File: src/rtl/cube_pkg.sv
package cube_pkg;
    localparam int COORD_W = 2;
    localparam logic [COORD_W-1:0] CODE_ZERO = 2'b01;
    localparam logic [COORD_W-1:0] CODE_ONE  = 2'b10;
    localparam logic [COORD_W-1:0] CODE_DC   = 2'b11;
    localparam logic [COORD_W-1:0] CODE_NONE = 2'b00;
    localparam int CNT_W = 2;
    localparam logic [CNT_W-1:0] CNT_SAT = 2'd2;
endpackage

File: src/rtl/coord_merge_cell.sv
module coord_merge_cell
    import cube_pkg::*;
(
    input  logic [COORD_W-1:0] a_code,
    input  logic [COORD_W-1:0] b_code,
    output logic [COORD_W-1:0] merged_code,
    output logic               clash,
    output logic               a_covered
);
    logic [COORD_W-1:0] overlap;

    always_comb begin
        // Intersection of the allowed-value sets; empty means 0 against 1.
        overlap     = a_code & b_code;
        clash       = (overlap == CODE_NONE);
        merged_code = clash ? CODE_DC : overlap;
        // A is covered when every value A allows is also allowed by B.
        a_covered   = ((a_code & ~b_code) == CODE_NONE);
    end
endmodule

File: src/rtl/clash_counter.sv
module clash_counter
    import cube_pkg::*;
#(
    parameter int NVARS = 4
) (
    input  logic [NVARS-1:0] clash_vec,
    output logic [CNT_W-1:0] clash_cnt
);
    always_comb begin
        clash_cnt = '0;
        for (int i = 0; i < NVARS; i++) begin
            if (clash_vec[i] && clash_cnt != CNT_SAT)
                clash_cnt = clash_cnt + 1'b1;
        end
    end
endmodule

File: src/rtl/cube_star_top.sv
module cube_star_top
    import cube_pkg::*;
#(
    parameter int NVARS = 4
) (
    input  logic [COORD_W*NVARS-1:0] cube_a,
    input  logic [COORD_W*NVARS-1:0] cube_b,
    output logic [COORD_W*NVARS-1:0] star_cube,
    output logic                     star_valid,
    output logic [CNT_W-1:0]         conflict_cnt,
    output logic                     a_in_b
);
    localparam int VEC_W = COORD_W * NVARS;

    logic [VEC_W-1:0] merged_vec;
    logic [NVARS-1:0] clash_vec;
    logic [NVARS-1:0] cover_vec;

    for (genvar g = 0; g < NVARS; g++) begin : g_cell
        coord_merge_cell u_cell (
            .a_code      (cube_a[g*COORD_W +: COORD_W]),
            .b_code      (cube_b[g*COORD_W +: COORD_W]),
            .merged_code (merged_vec[g*COORD_W +: COORD_W]),
            .clash       (clash_vec[g]),
            .a_covered   (cover_vec[g])
        );
    end

    clash_counter #(.NVARS(NVARS)) u_count (
        .clash_vec (clash_vec),
        .clash_cnt (conflict_cnt)
    );

    always_comb begin
        star_valid = (conflict_cnt != CNT_SAT);
        star_cube  = star_valid ? merged_vec : {VEC_W{1'b1}};
        a_in_b     = &cover_vec;
    end
endmodule

File: config.mk
export PLATFORM = sky130hd
export DESIGN_NAME = cube_star_top
export DESIGN_NICKNAME = d
export VERILOG_FILES = /design/src/rtl/cube_pkg.sv /design/src/rtl/coord_merge_cell.sv /design/src/rtl/clash_counter.sv /design/src/rtl/cube_star_top.sv
export SDC_FILE = /design/constraint.sdc
export NUM_CORES = 1
export LEC_CHECK = 0
export ABC_AREA = 0
export ABC_CLOCK_PERIOD_IN_PS = 3100
export CORE_AREA = 10 10 47 49
export DETAILED_ROUTE_END_ITERATION = 8
export DIE_AREA = 0 0 57 59
export PLACE_DENSITY = 0.75
export SLEW_MARGIN = 20
export SYNTH_ARGS = -nofsm -noshare
export SYNTH_HDL_FRONTEND = slang
export SYNTH_SLANG_ARGS = --single-unit
File: constraint.sdc
create_clock -name vclk -period 3.1
set_input_delay 0.62 -clock vclk [all_inputs]
set_output_delay 0.62 -clock vclk [all_outputs]
set_load 0.02 [all_outputs]
==> flow_summary_export.csv, run 1 <==
group,metric,value,unit
setup_path,slowest_stage,"a221o_2",
finish,seqCellArea,0,um2
worst_hold_path,holdPathStages,4,
die,rows,14,
die,ios,28,
placement,place.port_buffers,28,
flow_run,drv_cap,0,
die,die_h,59,um
setup_path,critPathArrivalTime,2.78,ns
power,power.leakage,0.0004795,uW
synth,synth_most_common_cell,"inv_1",
sta,fin_crit_sh,109.6,%
synth,synth_area,315.3,um2
power,ir_drop,0.0002807,V
synth,synthTopCellsByCount,"inv_1 (11), nand2_1 (5)",
finish,seq_cell_count,0,
global_route,grt.overflow.total,0,
sta,clock.fmax,0.2943,GHz
power,powerDensity,370.8,nW/um2
die,dieArea,3363,um2
sta,setup_viol,11,
setup_path,crit_type,"in -> out",
sta,slew_headroom,75.00,%
status,status,"finished, violations left",
cts,ctsHoldBuffers,0,
finish,fin_nets,122,
global_route,grt_usage,9.609,%
setup_path,worstSetupEndpointType,"output port",
sta,post-route-min-period,3.398,ns
global_route,grt_pass1_wl,2766,um
sta,setup_slack,-0.2982,ns
placement,place_congestion,0.7757,
worst_hold_path,hp-class,"in -> out",
sta,rsz0062_at_grt,"yes",
synth,avgSynthCellArea,6.709,um2
routing,avgViaCountPerCell,4.812,
synth,synth_area_leaders,"inv_1 (13%), ha_1 (12%), o2111ai_1 (11%)",
die,start_util,22.50,%
setup_path,cp-start-kind,"input port",
setup_path,slowest_delay,0.31,ns
sta,hold_violations,0,
placement,dp_hpwl,1346,um
power,power.total,388.3,uW
synth,synth_cell_type_count,18,
setup_path,crit_top_cell,"buf_6",
die,fp.coreArea,1401,um2
synth,synth_area_leader_cell,"inv_1",
routing,ant_nets,0,
setup_path,path_buf_inv,4,
synth,ys_warn_count,0,
setup_path,required,2.48,ns
finish,drive_above_1_share,66.34,%
placement,pre_cts_ws,-1.340,ns
global_route,antenna_found_initial,0,
global_route,first_global_vias,610,
global_route,grt_start_max_net_pins,7,
setup_path,critPathMaxFanout,6,
synth,synth_nets,66,
die,dieWidth,57,um
routing,routed_wl,1634,um
finish,utilization,74.73,%
sta,slew_violations,0,
finish,clkbuf_count,0,
status,failed_checks,"setup timing",
synth,synthCells,47,
routing,drc_errors,0,
routing,first_iter_violations,4,
synth,ys_seq_area_share,0,%
finish,antenna_cells,0,
finish,syn2layout_area_growth,232.1,%
sta,tightest_slew,0.3750,ns
routing,dr_total_vias,563,
routing,post_drt_wl_per_cell,13.97,um
setup_path,worstPathCellList,"buf_6, a22oi_2, ha_2, a221o_2, and3_4, or2_4, ha_4, a221oi_4, buf_6, o31ai_4, buf_12, o2111ai_4, buf_6",
routing,drtPass1Iterations,4,
setup_path,crit_cells,13,
setup_path,critPathTopFamily,"compound AO/OA/AOI/OAI gates",
synth,yosysTopAreaCellShare,13.10,%
[cells by family after synthesis]
kind of cell | after synthesis | synth area share [%]
buffers and inverters | 11 | 13.10
AOI/OAI and AO/OA | 21 | 51.58
xor gates and xnor gates | 2 | 7.938
and+or+nand+nor | 10 | 15.48
adders and majority gates | 3 | 11.91
[layer usage]
layer	track usage [%]	up-vias	wire length, um
met3	2.361	0	122
met5	0	-	0
li1	-	290	-
met2	19.07	20	886
met4	0	0	0
met1	10.51	253	624
[report_power, final]
| part | switching [uW] | total (uW) | leakage (uW) | internal, uW |
|---|---|---|---|---|
| Sequential | 0 | 0 | 0 | 0 |
| Clock | 0 | 0 | 0 | 0 |
| Combinational | 188 | 388 | 0.000480 | 201 |
[through the flow]
| step | cells | setup TNS [ns] | hold slack, ns | instance area, um2 |
|---|---|---|---|---|
| 3_3_place_gp | 113 | -13.38 | 2.468 | 942.2 |
| 2_1_floorplan | 47 | -2.143 | 1.335 | 464.2 |
| 3_5_place_dp | 113 | -14.10 | 2.472 | 942.2 |
| 4_1_cts | 117 | -2.878 | 1.663 | 1045 |
| 6_report | 117 | -2.665 | 1.663 | 1047 |
| 5_1_grt | 117 | -3.692 | 1.675 | 1047 |
[cell type report]
cell class	instances	area (um2)
timing repair buffer	53	521.8
fill	100	354.1
inverter	11	41.29
multi-input combinational	37	464.2
tap	16	20.02
[layout by cell type (no fill, tap or decap), drive strengths merged, types with 2 or more instances in the layout]
cell           instances
a21oi                  4
a22oi                  2
buf                   44
clkdlybuf4s15          2
clkdlybuf4s50          4
dlygate4sd2            2
ha                     3
inv                   11
nand2                  5
o2111ai                4
o21ai                  4
o22ai                  4
or2                    2
xnor2                  2
[worst min-delay path, delay by kind of cell]
family,cells,cell delay (ns)
buffers and inverters,3,0.34
AOI/OAI and AO/OA,1,0.08
[final timing paths]
kind	startpoint	end	slack (ns)
hold / removal	cube_a[0]	star_cube[1]	1.66
setup / recovery	cube_a[0]	star_cube[5]	-0.30
[what timing repair did]
item                                    CTS  global route
pin swaps                                11             3
endpoints found under the setup margin   11            12
gates resized for setup                 117             1
gates cloned                              1             0
setup buffers                             3             0
No activity file was read; power rests on OpenSTA's default activity.
==> run 2, diff against run 1 <==
ABC_AREA = unset   (was 0)
CAP_MARGIN = 40   (was unset)
==> results of run 2 <==
Final layout, timing and power as in run 1 (identical DEF).
==> run 3, diff against run 2 <==
REMOVE_ABC_BUFFERS = 1   (was unset)
TNS_END_PERCENT = 50   (was unset)
==> flow_summary_export.csv, run 3 (synthesized netlist as in run 1, its figures left out) <==
group,metric,value,unit
placement,place_congestion,0.7526,
placement,dp_hpwl,1297,um
sta,tightest_slew,0.5242,ns
global_route,first_global_vias,657,
setup_path,worstSetupEndpointType,"output port",
routing,drc_errors,0,
sta,slew_headroom,64.88,%
worst_hold_path,hp-start,"cube_a[0]",
finish,clkbuf_count,0,
routing,met1_length,735,um
routing,wl_met2,1232,um
sta,post-route-min-period,3.469,ns
die,die_h,59,um
global_route,grt_usage,10.38,%
routing,routed_wl,2167,um
sta,setup_viol,11,
finish,num-fill-cells,95,
die,dieArea,3363,um2
finish,post-route-cell-area,1027,um2
sta,fin_crit_sh,111.9,%
die,rows,14,
worst_hold_path,holdPathStages,4,
finish,drive_above_1_share,66.36,%
die,ios,28,
routing,drtPass1Iterations,2,
sta,rsz0062_at_grt,"yes",
setup_path,critPathArrivalTime,2.85,ns
routing,avgViaCountPerCell,5.183,
global_route,grt.overflow.total,0,
global_route,grt_pass1_wl,2960,um
finish,seq_cell_count,0,
sta,whs,1.663,ns
finish,layout_common_cells,"buf_4 (34), buf_6 (15), inv_1 (11), clkdlybuf4s50_1 (5)",
global_route,grt_start_max_net_pins,11,
routing,highest-signal-layer,"met4",
setup_path,required,2.48,ns
routing,dr_total_vias,653,
placement,place.port_buffers,28,
finish,fin_nets,131,
worst_hold_path,hp-class,"in -> out",
routing,wl_met3,124,um
placement,placed_area,803.3,um2
status,failed_checks,"setup timing",
finish,antenna_cells,0,
flow_run,drv_cap,0,
power,ir_drop,0.0001809,V
finish,final_common_cell,"buf_4",
sta,hold_violations,0,
routing,first_iter_violations,3,
sta,clock.fmax,0.2883,GHz
die,fp.coreArea,1401,um2
die,dieWidth,57,um
status,status,"finished, violations left",
worst_hold_path,holdPathEnd,"star_cube[1]",
setup_path,crit_type,"in -> out",
routing,post_drt_wl_per_cell,17.20,um
routing,ant_nets,0,
power,powerDensity,366.9,nW/um2
sta,setup_slack,-0.3691,ns
setup_path,critPathMaxFanout,4,
global_route,antenna_found_initial,0,
power,power.leakage,0.0004913,uW
setup_path,cp-start-kind,"input port",
die,start_util,22.50,%
finish,syn2layout_area_growth,225.8,%
sta,slew_violations,0,
sta,fin_setup_tns,-3.800,ns
finish,seqCellArea,0,um2
run 3: power by group:
part           switching (uW)  internal (uW)
sequential                  0              0
combinational             187            190
clock                       0              0
total                     187            190
run 3: metal layers:
metal / track usage (%) / vias up
li1: - / 310
met1: 10.23 / 311
met2: 20.78 / 24
met3: 2.575 / 8
met4: 2.685 / 0
met5: 0 / -
run 3: per-stage QoR:
step / setup slack, ns / total power, uW / cells / util (%)
2_1_floorplan: -0.5274 / 113.9 / 47 / -
3_3_place_gp: -1.310 / 246.1 / 116 / 57.32
3_5_place_dp: -1.348 / 253.0 / 116 / 57.32
4_1_cts: -0.3215 / 322.7 / 123 / 66.25
5_1_grt: -0.4440 / 395.2 / 126 / 73.30
6_report: -0.3691 / 376.9 / 126 / 73.30
run 3: worst max path at each step:
stage | depth (start not counted) | endpoint | from
2_1_floorplan | 9 | star_cube[1] | cube_a[0]
3_3_place_gp | 12 | star_cube[5] | cube_b[0]
3_5_place_dp | 12 | star_cube[6] | cube_b[0]
4_1_cts | 14 | star_cube[0] | cube_a[2]
5_1_grt | 13 | star_cube[3] | cube_b[2]
6_report | 14 | star_cube[7] | cube_b[2]
run 3: timing repair:
item,in CTS,in global routing
cloned,1,1
endpoints found under the hold margin,0,0
hold buffers,0,0
resized for setup,111,16
pin swaps,12,9
endpoints found under the setup margin,11,11
buffers inserted,6,2
run 3: cell type report:
cell class,count,area [um2],share of cell area (%)
Timing Repair Buffer,61,549.3,53.47
Tap cell,16,20.02,1.949
Multi-Input combinational cell,38,416.7,40.56
Inverter,11,41.29,4.019
run 3: critical path: stages:
cell	delay [ns]
buf_8	0.07
a22oi_2	0.09
ha_2	0.17
a221o_2	0.33
and3_4	0.18
or2_4	0.25
ha_4	0.16
a221oi_4	0.22
buf_6	0.16
nand2_2	0.10
o31ai_4	0.10
buf_4	0.17
o21ai_2	0.04
buf_4	0.17
